==> src/rtl/rio_pkg.sv <==
package rio_pkg;
  // reply bits, [0] goes out first
  typedef logic [2:0] reply_t;

  function automatic reply_t mk_reply(input logic s0, input logic s1);
    return {s0 ^ s1, s1, s0};
  endfunction
endpackage

==> src/rtl/rio_sync_det.sv <==
module rio_sync_det #(
  parameter int unsigned SYNC_ONES = 8
) (
  input  logic clk_i,
  input  logic rst_ni,
  input  logic strobe_i,
  input  logic bit_i,
  output logic sync_o
);
  localparam int unsigned CNT_W = $clog2(SYNC_ONES + 1);
  localparam logic [CNT_W-1:0] CNT_MAX = CNT_W'(SYNC_ONES);

  logic [CNT_W-1:0] ones_q;

  always_ff @(posedge clk_i or negedge rst_ni) begin
    if (!rst_ni) ones_q <= '0;
    else if (strobe_i) begin
      if (!bit_i)                ones_q <= '0;
      else if (ones_q != CNT_MAX) ones_q <= ones_q + 1'b1;
    end
  end

  assign sync_o = strobe_i && !bit_i && (ones_q == CNT_MAX);
endmodule

==> src/rtl/rio_word_rx.sv <==
module rio_word_rx #(
  parameter int unsigned WORD_LEN = 10,
  parameter int unsigned POS_W    = $clog2(WORD_LEN)
) (
  input  logic                clk_i,
  input  logic                rst_ni,
  input  logic                strobe_i,
  input  logic                bit_i,
  input  logic                sync_i,
  output logic                evt_o,
  output logic [POS_W-1:0]    pos_o,
  output logic [WORD_LEN-2:0] word_o
);
  localparam logic [POS_W-1:0] POS_LAST = POS_W'(WORD_LEN - 1);

  logic                active_q;
  logic [POS_W-1:0]    pos_q;
  logic [WORD_LEN-2:0] word_q;

  assign evt_o  = strobe_i && active_q && !sync_i;
  assign pos_o  = pos_q;
  assign word_o = word_q;

  always_ff @(posedge clk_i or negedge rst_ni) begin
    if (!rst_ni) begin
      active_q <= 1'b0;
      pos_q    <= '0;
      word_q   <= '0;
    end else if (sync_i) begin
      active_q <= 1'b1;
      pos_q    <= '0;
    end else if (evt_o) begin
      if (pos_q != POS_LAST) begin
        word_q[pos_q] <= bit_i;
        pos_q         <= pos_q + 1'b1;
      end else begin
        pos_q <= '0;
      end
    end
  end

  AST_SYNC_RESTARTS: assert property (@(posedge clk_i) disable iff (!rst_ni)
    sync_i |=> (active_q && pos_q == '0));
endmodule

==> src/rtl/rio_node_ctl.sv <==
module rio_node_ctl
  import rio_pkg::*;
#(
  parameter int unsigned ADDR_W = 5,
  parameter int unsigned POS_W  = 4
) (
  input  logic              clk_i,
  input  logic              rst_ni,
  input  logic              evt_i,
  input  logic [POS_W-1:0]  pos_i,
  input  logic              bit_i,
  input  logic              sync_i,
  input  logic [ADDR_W+3:0] word_i,
  input  logic [ADDR_W-1:0] node_addr_i,
  input  logic              in0_i,
  input  logic              in1_i,
  output logic              out0_o,
  output logic              out1_o,
  output logic              pulldown_o
);
  localparam int unsigned P_RW   = ADDR_W + 1;
  localparam int unsigned P_D0   = ADDR_W + 2;
  localparam int unsigned P_D1   = ADDR_W + 3;
  localparam int unsigned P_DPAR = ADDR_W + 4;

  logic   fault_q, reply_act_q, out0_q, out1_q;
  reply_t reply_q;

  logic addr_hit, apar_ok, dpar_ok, at_rw, at_data, at_end, read_hit, write_ok;

  assign addr_hit = (word_i[ADDR_W-1:0] == node_addr_i);
  assign apar_ok  = ~^word_i[ADDR_W:0];
  assign dpar_ok  = ~^{word_i[P_D1], word_i[P_D0], bit_i};
  assign at_rw    = evt_i && (pos_i == POS_W'(P_RW));
  assign at_data  = evt_i && (pos_i == POS_W'(P_D0) || pos_i == POS_W'(P_D1));
  assign at_end   = evt_i && (pos_i == POS_W'(P_DPAR));
  assign read_hit = at_rw && addr_hit && !bit_i;
  assign write_ok = at_end && addr_hit && word_i[P_RW] && apar_ok;

  always_ff @(posedge clk_i or negedge rst_ni) begin
    if (!rst_ni) begin
      fault_q     <= 1'b0;
      reply_act_q <= 1'b0;
      reply_q     <= '1;
      out0_q      <= 1'b0;
      out1_q      <= 1'b0;
    end else begin
      // reply path
      if (sync_i) begin
        reply_act_q <= 1'b0;
      end else if (read_hit) begin
        reply_act_q <= 1'b1;
        reply_q     <= (fault_q || !apar_ok) ? '1 : mk_reply(in0_i, in1_i);
      end else if (at_data && reply_act_q) begin
        reply_q <= {1'b1, reply_q[2:1]};
      end else if (at_end) begin
        reply_act_q <= 1'b0;
      end
      // sticky fault
      if (at_rw && addr_hit) begin
        if (!apar_ok)    fault_q <= 1'b1;
        else if (!bit_i) fault_q <= 1'b0;
      end else if (write_ok && !dpar_ok) begin
        fault_q <= 1'b1;
      end
      // output latches
      if (write_ok && dpar_ok && !fault_q) begin
        out0_q <= word_i[P_D0];
        out1_q <= word_i[P_D1];
      end
    end
  end

  assign out0_o     = out0_q;
  assign out1_o     = out1_q;
  assign pulldown_o = reply_act_q && !reply_q[0];

  AST_OUT_HOLD: assert property (@(posedge clk_i) disable iff (!rst_ni)
    !at_end |=> $stable({out0_q, out1_q}));
  AST_FAULT_BLOCKS_WRITE: assert property (@(posedge clk_i) disable iff (!rst_ni)
    (at_end && fault_q) |=> $stable({out0_q, out1_q}));
  AST_FAULT_REPLY_ONES: assert property (@(posedge clk_i) disable iff (!rst_ni)
    (read_hit && fault_q) |=> (reply_q == 3'b111));
  AST_READ_CLEARS: assert property (@(posedge clk_i) disable iff (!rst_ni)
    (read_hit && apar_ok) |=> !fault_q);
  AST_REPLY_EVEN: assert property (@(posedge clk_i) disable iff (!rst_ni)
    (read_hit && apar_ok && !fault_q) |=> !(^reply_q));
  AST_PD_IN_SLOT: assert property (@(posedge clk_i) disable iff (!rst_ni)
    pulldown_o |-> (pos_i >= POS_W'(P_D0)));
endmodule

==> src/rtl/rio_node.sv <==
module rio_node #(
  parameter int unsigned ADDR_W    = 5,
  parameter int unsigned SYNC_ONES = 8
) (
  input  logic              clk_i,
  input  logic              rst_ni,
  input  logic [ADDR_W-1:0] node_addr_i,
  input  logic              line_clk_i,
  input  logic              line_data_i,
  input  logic              in0_i,
  input  logic              in1_i,
  output logic              out0_o,
  output logic              out1_o,
  output logic              pulldown_o
);
  localparam int unsigned WORD_LEN = ADDR_W + 5;
  localparam int unsigned POS_W    = $clog2(WORD_LEN);

  logic                line_clk_q, strobe, sync, evt;
  logic [POS_W-1:0]    pos;
  logic [WORD_LEN-2:0] word;

  always_ff @(posedge clk_i or negedge rst_ni) begin
    if (!rst_ni) line_clk_q <= 1'b0;
    else         line_clk_q <= line_clk_i;
  end
  assign strobe = line_clk_i && !line_clk_q;

  rio_sync_det #(.SYNC_ONES(SYNC_ONES)) u_sync (
    .clk_i   (clk_i),
    .rst_ni  (rst_ni),
    .strobe_i(strobe),
    .bit_i   (line_data_i),
    .sync_o  (sync)
  );

  rio_word_rx #(.WORD_LEN(WORD_LEN), .POS_W(POS_W)) u_rx (
    .clk_i   (clk_i),
    .rst_ni  (rst_ni),
    .strobe_i(strobe),
    .bit_i   (line_data_i),
    .sync_i  (sync),
    .evt_o   (evt),
    .pos_o   (pos),
    .word_o  (word)
  );

  rio_node_ctl #(.ADDR_W(ADDR_W), .POS_W(POS_W)) u_ctl (
    .clk_i      (clk_i),
    .rst_ni     (rst_ni),
    .evt_i      (evt),
    .pos_i      (pos),
    .bit_i      (line_data_i),
    .sync_i     (sync),
    .word_i     (word),
    .node_addr_i(node_addr_i),
    .in0_i      (in0_i),
    .in1_i      (in1_i),
    .out0_o     (out0_o),
    .out1_o     (out1_o),
    .pulldown_o (pulldown_o)
  );

  AST_RESET_QUIET: assert property (@(posedge clk_i) disable iff (!rst_ni)
    $rose(rst_ni) |-> (!out0_o && !out1_o && !pulldown_o));
endmodule

==> config.mk <==
export PLATFORM = sky130hd
export DESIGN_NAME = rio_node
export DESIGN_NICKNAME = d
export VERILOG_FILES = /design/src/rtl/rio_pkg.sv /design/src/rtl/rio_sync_det.sv /design/src/rtl/rio_word_rx.sv /design/src/rtl/rio_node_ctl.sv /design/src/rtl/rio_node.sv
export SDC_FILE = /design/constraint.sdc
export NUM_CORES = 1
export LEC_CHECK = 0
export ABC_CLOCK_PERIOD_IN_PS = 5200
export BUFFER_PORTS_ARGS = -buffer_cell sky130_fd_sc_hd__buf_2
export CAP_MARGIN = 10
export CORE_AREA = 8 8 57 59
export CTS_BUF_LIST = sky130_fd_sc_hd__clkbuf_8
export CTS_CLUSTER_DIAMETER = 40
export CTS_CLUSTER_SIZE = 30
export DETAILED_ROUTE_END_ITERATION = 12
export DIE_AREA = 0 0 65 67
export PLACE_DENSITY = 0.88
export SYNTH_ARGS = -nofsm -noshare
export SYNTH_HDL_FRONTEND = slang
export SYNTH_SLANG_ARGS = --single-unit
export TNS_END_PERCENT = 100
==> constraint.sdc <==
create_clock -name clk_i -period 5.2 [get_ports clk_i]
set_input_delay 1.04 -clock clk_i [delete_from_list [all_inputs] [get_ports clk_i]]
set_output_delay 1.04 -clock clk_i [all_outputs]
set_load 0.02 [all_outputs]
==> results of run 1 <==
==> worst max-delay path, delay by kind of cell <==
family                 cells  cell delay [ns]
AO/OA/AOI/OAI              2             0.51
buffers and inverters      1             0.32
AND/OR/NAND/NOR            3             0.85
==> power groups by stage <==
stage / logic, mW / registers (mW) / clock network [mW]
2_1_floorplan: 0.157 / 0.257 / 0
5_1_grt: 0.190 / 0.281 / 0.141
3_5_place_dp: 0.171 / 0.280 / 0
6_report: 0.172 / 0.276 / 0.133
4_1_cts: 0.172 / 0.276 / 0.132
3_3_place_gp: 0.161 / 0.277 / 0
==> area by class of cell <==
type	count	share of cell area (%)
clock buffers	4	3.39
multi-input cells	110	48.1
flip-flops and latches	26	40.3
inverters	8	1.85
well taps	30	2.31
repair buffers	13	4.01
==> stage by stage <==
stage	power [mW]	hold slack (ns)	setup slack (ns)	std cells	util, %
after detailed placement	0.452	0.479	2.41	187	66.3
after CTS	0.581	0.501	2.66	191	68.6
final	0.581	0.499	2.65	191	68.6
after global routing	0.612	0.508	2.51	191	68.6
after global placement	0.438	0.467	2.53	187	66.3
after floorplan	0.415	0.456	2.92	149	-
==> Yosys cell counts (all sizes together) <==
cell type | count | share of area [%]
ha | 2 | 1.7
dfrtp | 23 | 39
o21ai | 8 | 2.7
and3b | 2 | 1.2
or4b | 1 | 0.67
o2111ai | 1 | 0.59
buf | 3 | 1.0
o22a | 2 | 1.2
inv | 8 | 2.0
nand4 | 2 | 1.3
nor2b | 3 | 1.3
a21oi | 7 | 2.4
nand3b | 1 | 0.50
nand2 | 8 | 2.0
nand3 | 7 | 2.4
o31a | 2 | 1.2
clkbuf | 2 | 0.50
xnor2 | 6 | 4.0
nor4b | 2 | 2.0
dfstp | 3 | 5.3
nor2 | 11 | 2.8
nor3 | 9 | 3.0
mux2 | 7 | 5.3
nand4bb | 1 | 0.76
nand2b | 7 | 2.9
mux2i | 3 | 2.0
a211o | 1 | 0.67
or2 | 4 | 1.7
nor3b | 1 | 0.50
o31ai | 2 | 1.0
xor2 | 8 | 4.7
xnor3 | 1 | 1.5
a22o | 1 | 0.59
==> state kept, by name, indices dropped and copies added, names as in the netlist, 3 cells and up <==
signal	flops
u_ctl.reply_q	3
u_rx.word_o	9
u_rx.pos_o	4
u_sync.ones_q	4
==> cell families after synthesis <==
logic type,Yosys count,share of synthesized area [%]
flops,26,44.0
xor+xnor,15,10.3
mux,10,7.32
buf+inv,13,3.53
fa+ha+maj,2,1.68
simple gates,59,23.0
compound gates,24,10.3
==> layout by cell type (no fill, tap or decap), types with 4 or more instances in the layout <==
cell / synthesis / final
o21ai_0: 8 / 8
a21oi_1: 7 / 7
xor2_1: 8 / 8
nand2_1: 8 / 8
nor3_1: 9 / 9
dfrtp_1: 23 / 23
mux2_2: 7 / 7
nand3_1: 7 / 7
inv_1: 8 / 8
nand2b_1: 7 / 7
buf_2: 3 / 13
clkbuf_8: 0 / 4
xnor2_1: 5 / 5
nor2_1: 11 / 11
==> path summary, 6_finish.rpt <==
kind | start | cells past startpoint | endpoint | slack [ns]
worst min register to register | u_rx.active_q$_DFFE_PN0N_ | 1 | u_rx.active_q$_DFFE_PN0N_ | 0.50
worst max-delay path | line_data_i | 6 | u_ctl.out0_o$_DFFE_PN0P_ | 2.65
worst min-delay path | u_rx.active_q$_DFFE_PN0N_ | 1 | u_rx.active_q$_DFFE_PN0N_ | 0.50
max in group asynchronous | rst_ni | 1 | u_rx.word_o[3]$_DFFE_PN0P_ | 4.07
min in group asynchronous | rst_ni | 1 | u_sync.ones_q[2]$_DFFE_PN0P_ | 0.75
worst max register to register | u_sync.ones_q[0]$_DFFE_PN0P_ | 7 | u_ctl.out0_o$_DFFE_PN0P_ | 3.14
==> per-layer routing <==
| metal | part of all wire [%] | wire length [um] |
|---|---|---|
| met3 | 4.0 | 124 |
| met2 | 54 | 1650 |
| met4 | 1.6 | 48 |
| met5 | 0 | 0 |
| met1 | 41 | 1250 |
==> impl_metrics.yaml, run 1 <==
placed_design:
  gp_congestion: 0.788
  place_area_um2: 1570
  dp_hpwl_mm: 2.24
  portBuffers: 13
detailed_routing:
  antenna_left: 0
  drt-initial-drc-count: 40
  wl_mm: 3.08
  vias: 1134
  viasPerCell: 5.94
  drt_first_pass_iters: 4
  wire_per_inst_um: 16.1
  drc: 0
critical_path:
  cp-end-kind: "flop"
  worst_ep_required_time_ns: 5.37
  critical-path-slowest-cell: "nor4b_2"
  path_class: "in -> reg"
  arrival_ns: 2.72
  crit_fanout: 21
  crit_chain: "buf_2 -> nand4bb_1 -> nor4b_2 -> nand4_2 -> o31a_1 -> o22a_1"
  cpPeakStageDelay_ns: 0.35
  setup.worst_path.start_class: "input pin"
sta:
  tightest_slew_ns: 0.571
  drv_slew: 0
  min_period_ns: 2.55
  fmax_mhz: 392
  finalCritPeriodShare_pct: 49.0
  fin_tns_setup_ns: 0
  fin_skew_ns: 0.00600
  grt_setup_unrepaired: "no"
  setup_viol: 0
  hold_viol_final: 0
  slew_headroom_pct: 61.9
cells_and_area:
  synthToLayoutAreaGrowth_pct: 9.08
  diodes: 0
  final_nets: 175
  multi_input_area_um2: 781
  nFillCells: 180
  drive_gt1_share_pct: 22.4
  seq_area_um2: 654
  final_design_area_no_fill_um2: 1620
min_path:
  hp-class: "reg -> reg"
power:
  p_switching_mw: 0.202
  clockPowerShare_pct: 22.8
  swShare_pct: 34.8
  p_per_area_nw_per_um2: 358
  pwr-share-seq_pct: 47.5
  power.leakage_nw: 0.761
  share_comb_of_total_power_pct: 29.6
  ir_drop_v: 0.000280
  intPower_mw: 0.379
global_routing:
  overflow: 0
  grt_use_met3_pct: 2.68
  grt.busiest_layer: "met2"
  grtUsageMet2_pct: 28.1
  use_met1_pct: 17.9
  grt_max_degree: 27
  grt_pass1_vias: 1185
  antenna_found_initial: 0
  grt_pass1_wl_mm: 5.47
  grt_util_all_layers_pct: 15.6
clock_tree:
  cts_buffer_depth: 2
  cts.clk_slew.worst_paths_ns: 0.09
  ctsResizeCount: 0
  cts_buffers: 3
  cts_hold_buffers: 0
  cts_max_level: 1
  cts_tree: "done"
  clockRootBuffer: "clkbuf_8"
  post-cts-setup-buffers: 0
  clock_sinks: 26
  clkLatencyLatePin_ns: 0.27
floorplanning:
  pin_count: 14
  fp.dieH_um: 67
  initial_utilization_pct: 62.9
  num_rows: 18
  core_area_um2: 2360
  dieArea_um2: 4360
  fp.dieW_um: 65
yosys:
  ys_seq_area_share_pct: 44.0
  synth_warnings: 0
  syn-instance-count: 149
  ys_seq_elements: 26
  synth_cell_types: 36
  avgSynthCellArea_um2: 9.98
  syn_area_um2: 1490
  synth_nets: 162
outcome:
  status: "finished clean"
flow_run:
  drv_cap: 0
(Power assumes the default switching activity.)
==> run 2: changes to the inputs <==
--- a/config.mk
+++ b/config.mk
@@ -5,16 +5,16 @@
 export SDC_FILE = /design/constraint.sdc
 export NUM_CORES = 1
 export LEC_CHECK = 0
-export ABC_CLOCK_PERIOD_IN_PS = 5200
+export ABC_CLOCK_PERIOD_IN_PS = 2600
 export BUFFER_PORTS_ARGS = -buffer_cell sky130_fd_sc_hd__buf_2
 export CAP_MARGIN = 10
-export CORE_AREA = 8 8 57 59
+export CORE_AREA = 8 8 59 61
 export CTS_BUF_LIST = sky130_fd_sc_hd__clkbuf_8
 export CTS_CLUSTER_DIAMETER = 40
 export CTS_CLUSTER_SIZE = 30
 export DETAILED_ROUTE_END_ITERATION = 12
-export DIE_AREA = 0 0 65 67
-export PLACE_DENSITY = 0.88
+export DIE_AREA = 0 0 67 69
+export PLACE_DENSITY = 0.83
 export SYNTH_ARGS = -nofsm -noshare
 export SYNTH_HDL_FRONTEND = slang
 export SYNTH_SLANG_ARGS = --single-unit
==> constraint.sdc (replaced) <==
create_clock -name clk_i -period 2.6 [get_ports clk_i]
set_input_delay 0.52 -clock clk_i [delete_from_list [all_inputs] [get_ports clk_i]]
set_output_delay 0.52 -clock clk_i [all_outputs]
set_load 0.02 [all_outputs]
==> run 2 against run 1 <==
Clock skew is 0.0048 ns lower. First-iteration DRC count grew 10%. Sequential share of layout area hardly changed. Die area up 6.2%. Worst hold slack got worse by 0.27 ns. Clock power increased by 77%. Sequential power up 100%. Register-to-register slack lost 2.6 ns. Power rose by 92%. Critical endpoint is now u_ctl.out1_o$_DFFE_PN0P_. Highest routed layer unchanged.
==> impl_metrics.yaml, run 2 (synthesis gave the netlist of run 1 again) <==
outcome:
  status: "finished clean"
critical_path:
  setup.worst_path.start_class: "flop"
  path_class: "reg -> reg"
  cp-end-kind: "flop"
  r2r_cells: 7
  reg2reg_slack_ns: 0.50
  arrival_ns: 2.26
  critPathLaunch: "u_sync.ones_q[0]$_DFFE_PN0P_"
  timing.rr.end: "u_ctl.out1_o$_DFFE_PN0P_"
  cp_top_family: "simple AND/OR/NAND/NOR gates"
  critical-path-slowest-cell: "dfrtp_1"
  crit_fanout: 5
  cp_num_buf_inv: 1
  cp_num_cells: 7
  crit_path_end: "u_ctl.out1_o$_DFFE_PN0P_"
  worst_ep_required_time_ns: 2.77
  r2r-start: "u_sync.ones_q[0]$_DFFE_PN0P_"
  crit_chain: "inv_1 -> ha_1 -> nand4bb_1 -> nor4b_2 -> nand4_2 -> o31a_1 -> o22a_1"
  cpPeakStageDelay_ns: 0.39
cells_and_area:
  final_nets: 176
  largest_reg_flops: 9
  drive_gt1_share_pct: 22.2
  layout_commonest_cell: "dfrtp_1"
  diodes: 0
  final_cell_mix: "23 x dfrtp_1, 13 x buf_2, 11 x nor2_1, 9 x inv_1, 9 x nor3_1"
  seq_area_um2: 654
  multi_input_area_um2: 781
  nFillCells: 240
  synthToLayoutAreaGrowth_pct: 9.00
  fin_cells: 193
clock_tree:
  cts_max_level: 1
  clockRootBuffer: "clkbuf_8"
  ctsResizeCount: 0
  post-cts-setup-buffers: 0
  clkLatencyLatePin_ns: 0.27
  cts_hold_buffers: 0
  clock_sinks: 26
  cts_buffers: 3
  cts_buffer_depth: 2
  cts_tree: "done"
  cts.clk_slew.worst_paths_ns: 0.09
detailed_routing:
  wire_per_inst_um: 15.0
  drt_first_pass_iters: 4
  drt-initial-drc-count: 44
  viasPerCell: 5.62
  drc: 0
  vias: 1084
  wl_mm: 2.89
  antenna_left: 0
power:
  p_per_area_nw_per_um2: 690
  ir_drop_v: 0.000471
  power.leakage_nw: 0.764
floorplanning:
  fp.dieW_um: 67
  core_area_um2: 2620
  dieArea_um2: 4620
  num_rows: 19
  fp.dieH_um: 69
  initial_utilization_pct: 56.9
  pin_count: 14
global_routing:
  grt_max_degree: 27
  antenna_found_initial: 0
  grt_pass1_vias: 1103
  grt_util_all_layers_pct: 13.5
  grt_pass1_wl_mm: 5.02
  overflow: 0
sta:
  hold_viol_final: 0
  setup_viol: 0
  slew_headroom_pct: 61.8
  fin_tns_setup_ns: 0
  min_period_ns: 2.10
  fin_skew_ns: 0.00123
  grt_setup_unrepaired: "no"
  tightest_slew_ns: 0.573
  finalCritPeriodShare_pct: 80.8
  drv_slew: 0
  fmax_mhz: 476
flow_run:
  drv_cap: 0
placed_design:
  dp_cells: 189
  dp_hpwl_mm: 2.17
  gp_congestion: 0.809
  portBuffers: 13
min_path:
  hp-class: "in -> async"
==> run 2: cell types whose count changed in the layout (fill, tap and decap cells not counted) <==
cell | previous run | this run
buf_4 | 0 | 1
clkbuf_8 | 4 | 3
inv_1 | 8 | 9
==> run 2: how the worst min path moves through the flow <==
stage                            endpoint  slack [ns]
2_1_floorplan        line_clk_q$_DFF_PN0_        0.22
3_3_place_gp    u_rx.active_q$_DFFE_PN0N_        0.47
3_5_place_dp    u_rx.active_q$_DFFE_PN0N_        0.48
4_1_cts        u_rx.word_o[1]$_DFFE_PN0P_        0.24
5_1_grt        u_rx.word_o[0]$_DFFE_PN0P_        0.27
6_report        u_rx.pos_o[1]$_DFFE_PN0P_        0.23
==> run 2: routing by layer <==
metal  vias to the layer above  track usage, %  wire length, um
met5                         -               0                0
met4                         0            4.88               40
met3                         4            2.26              118
met2                        18            21.5             1380
met1                       515            17.5             1360
li1                        547               -                -
==> run 2: stage by stage <==
stage                     power [mW]  cell area (um^2)  setup WS (ns)  utilization (%)  hold slack (ns)
after floorplan                0.829              1490          0.780                -            0.224
after global placement         0.874              1580          0.595             60.3            0.472
after detailed placement       0.894              1580          0.512             60.3            0.478
after CTS                       1.13              1620          0.517             62.0            0.244
after global routing            1.20              1620          0.379             62.0            0.273
final                           1.12              1620          0.500             62.0            0.232
==> run 2: where the power goes <==
group | total [mW] | switching, mW | internal [mW]
registers | 0.554 | 0.0859 | 0.468
clock network | 0.235 | 0.129 | 0.106
logic | 0.330 | 0.175 | 0.155
==> run 2: final cells by class <==
type	instances	area share, %
flip-flops and latches	26	40.4
multi-input cells	110	48.1
inverters	8	1.85
repair buffers	14	4.48
clock inverters	1	0.231
well taps	31	2.39
clock buffers	3	2.55
==> run 2: worst reg2reg max path, stage by stage (launching register included) <==
cell	delay, ns
dfrtp_1	0.39
inv_1	0.08
ha_1	0.22
nand4bb_1	0.20
nor4b_2	0.35
nand4_2	0.23
o31a_1	0.34
o22a_1	0.20
==> run 3: changes to the inputs <==
--- a/config.mk
+++ b/config.mk
@@ -5,16 +5,16 @@
 export SDC_FILE = /design/constraint.sdc
 export NUM_CORES = 1
 export LEC_CHECK = 0
-export ABC_CLOCK_PERIOD_IN_PS = 2600
+export ABC_CLOCK_PERIOD_IN_PS = 1800
 export BUFFER_PORTS_ARGS = -buffer_cell sky130_fd_sc_hd__buf_2
 export CAP_MARGIN = 10
-export CORE_AREA = 8 8 59 61
+export CORE_AREA = 8 8 62 64
 export CTS_BUF_LIST = sky130_fd_sc_hd__clkbuf_8
 export CTS_CLUSTER_DIAMETER = 40
 export CTS_CLUSTER_SIZE = 30
 export DETAILED_ROUTE_END_ITERATION = 12
-export DIE_AREA = 0 0 67 69
-export PLACE_DENSITY = 0.83
+export DIE_AREA = 0 0 70 72
+export PLACE_DENSITY = 0.78
 export SYNTH_ARGS = -nofsm -noshare
 export SYNTH_HDL_FRONTEND = slang
 export SYNTH_SLANG_ARGS = --single-unit
==> constraint.sdc (replaced) <==
create_clock -name clk_i -period 1.8 [get_ports clk_i]
set_input_delay 0.36 -clock clk_i [delete_from_list [all_inputs] [get_ports clk_i]]
set_output_delay 0.36 -clock clk_i [all_outputs]
set_load 0.02 [all_outputs]
==> run 3 against run 2 <==
The flow now finishes with violations (setup timing). Setup slack got worse by 0.53 ns. Maximum frequency rose by 15%. Largest power group is now combinational cells. Global-route usage rose by 0.054 points.
==> impl_metrics.yaml, run 3 (synthesis gave the netlist of run 1 again) <==
sta:
  finalCritPeriodShare_pct: 102
  grt_setup_unrepaired: "yes"
  setup_viol: 3
  min_period_ns: 1.83
  drv_slew: 0
  slew_headroom_pct: 60.4
  whs_ns: 0.0813
  fin_skew_ns: 0.00293
  fmax_mhz: 547
  fin_ws_ns: -0.0289
  tightest_slew_ns: 0.595
  hold_viol_final: 0
placed_design:
  place_area_um2: 1720
  gp_congestion: 0.808
  dp_slack_ns: -0.0883
  portBuffers: 13
  dp_hpwl_mm: 2.39
cells_and_area:
  final_nets: 202
  layout_commonest_cell: "buf_4"
  drive_gt1_share_pct: 41.0
  synthToLayoutAreaGrowth_pct: 28.6
  largest_reg_flops: 9
  final_cell_mix: "27 x buf_4, 23 x dfrtp_1, 13 x buf_2, 10 x nor2_1"
  fin_util_pct: 65.9
  diodes: 0
  final_design_area_no_fill_um2: 1910
flow_run:
  drv_cap: 0
detailed_routing:
  wl_mm: 3.57
  antenna_left: 0
  viasPerCell: 5.60
  drc: 0
  wire_per_inst_um: 16.1
  drt-initial-drc-count: 47
  drt_first_pass_iters: 4
  vias: 1238
critical_path:
  arrival_ns: 2.04
  crit_path_end: "u_ctl.fault_q$_DFFE_PN0P_"
  critPathLaunch: "u_rx.word_o[1]$_DFFE_PN0P_"
  critical-path-slowest-cell: "xnor3_1"
  worst_ep_required_time_ns: 2.01
  reg2reg_slack_ns: -0.03
  cpPeakStageDelay_ns: 0.45
  path_class: "reg -> reg"
  r2r_cells: 7
  setup.worst_path.start_class: "flop"
  cp-end-kind: "flop"
  timing.rr.end: "u_ctl.fault_q$_DFFE_PN0P_"
  crit_fanout: 2
  path_common_cell: "buf_4"
  r2r-start: "u_rx.word_o[1]$_DFFE_PN0P_"
  crit_chain: "xnor2_1 -> xnor3_1 -> buf_4 -> buf_4 -> buf_4 -> a211o_2 -> nand3_2"
global_routing:
  grt_util_all_layers_pct: 13.5
  grt_pass1_vias: 1283
  grt_max_degree: 27
  antenna_found_initial: 0
  grt_pass1_wl_mm: 5.64
  overflow: 0
floorplanning:
  fp.dieH_um: 72
  dieArea_um2: 5040
  fp.dieW_um: 70
  num_rows: 20
  initial_utilization_pct: 51.3
  pin_count: 14
  core_area_um2: 2900
clock_tree:
  cts_max_level: 1
  clock_sinks: 26
  cts_buffer_depth: 2
  cts.clk_slew.worst_paths_ns: 0.09
  clockRootBuffer: "clkbuf_8"
  cts_buffers: 3
  cts_tree: "done"
  clkLatencyLatePin_ns: 0.27
power:
  p_per_area_nw_per_um2: 1080
  power.leakage_nw: 0.934
  ir_drop_v: 0.000907
outcome:
  status: "finished, violations left"
  violations: "setup timing"
min_path:
  hp-class: "in -> async"
==> run 3: final cells by class <==
class / count / area [um^2]
Clock inverter: 1 / 3.75
Multi-Input combinational cell: 110 / 875
Sequential cell: 26 / 654
Inverter: 8 / 30.0
Clock buffer: 3 / 41.3
Fill cell: 235 / 990
Tap cell: 33 / 41.3
Timing Repair Buffer: 40 / 268
==> run 3: what timing repair did <==
item                                   CTS  global route
setup buffers                            4             3
endpoints found under the hold margin    0             0
gates resized for setup                  9            11
setup endpoints to repair                6            10
hold buffers                             0             0
pin swaps                                4             6
==> run 3: worst min path at each step <==
stage / cells past startpoint / end / from
6_report: 1 / u_sync.ones_q[3]$_DFFE_PN0P_ / rst_ni
5_1_grt: 1 / u_rx.word_o[1]$_DFFE_PN0P_ / rst_ni
4_1_cts: 1 / u_rx.word_o[1]$_DFFE_PN0P_ / rst_ni
3_5_place_dp: 1 / u_rx.word_o[1]$_DFFE_PN0P_ / rst_ni
3_3_place_gp: 1 / u_rx.word_o[3]$_DFFE_PN0P_ / rst_ni
2_1_floorplan: 0 / line_clk_q$_DFF_PN0_ / rst_ni
==> run 3: metrics by stage <==
| stage | total power [mW] | cells | TNS [ns] |
|---|---|---|---|
| CTS | 1.94 | 218 | -0.0695 |
| global placement | 1.47 | 210 | -0.0818 |
| detailed placement | 1.50 | 210 | -0.287 |
| finish | 2.06 | 221 | -0.0741 |
| floorplan | 1.20 | 149 | -0.0402 |
| global route | 2.18 | 221 | -0.456 |
==> run 3: critical path: cells and delay by family (launching register included) <==
kind            cells  cell delay, ns
simple gates        1            0.08
buf+inv             3            0.39
xor+xnor            2            0.62
flops               1            0.41
compound gates      1            0.27
==> run 3: layer usage <==
metal  wire (um)  up-vias  GRT usage, %
met3         103        9          1.91
met4          93        0          6.03
met5           0        -             0
li1            -      600             -
met1        1510      601          14.8
met2        1860       28          25.3
==> run 3: power breakdown <==
part | internal, mW | leakage, nW | switching [mW]
clock network | 0.153 | 0.0269 | 0.185
registers | 0.676 | 0.330 | 0.0842
logic | 0.528 | 0.577 | 0.432
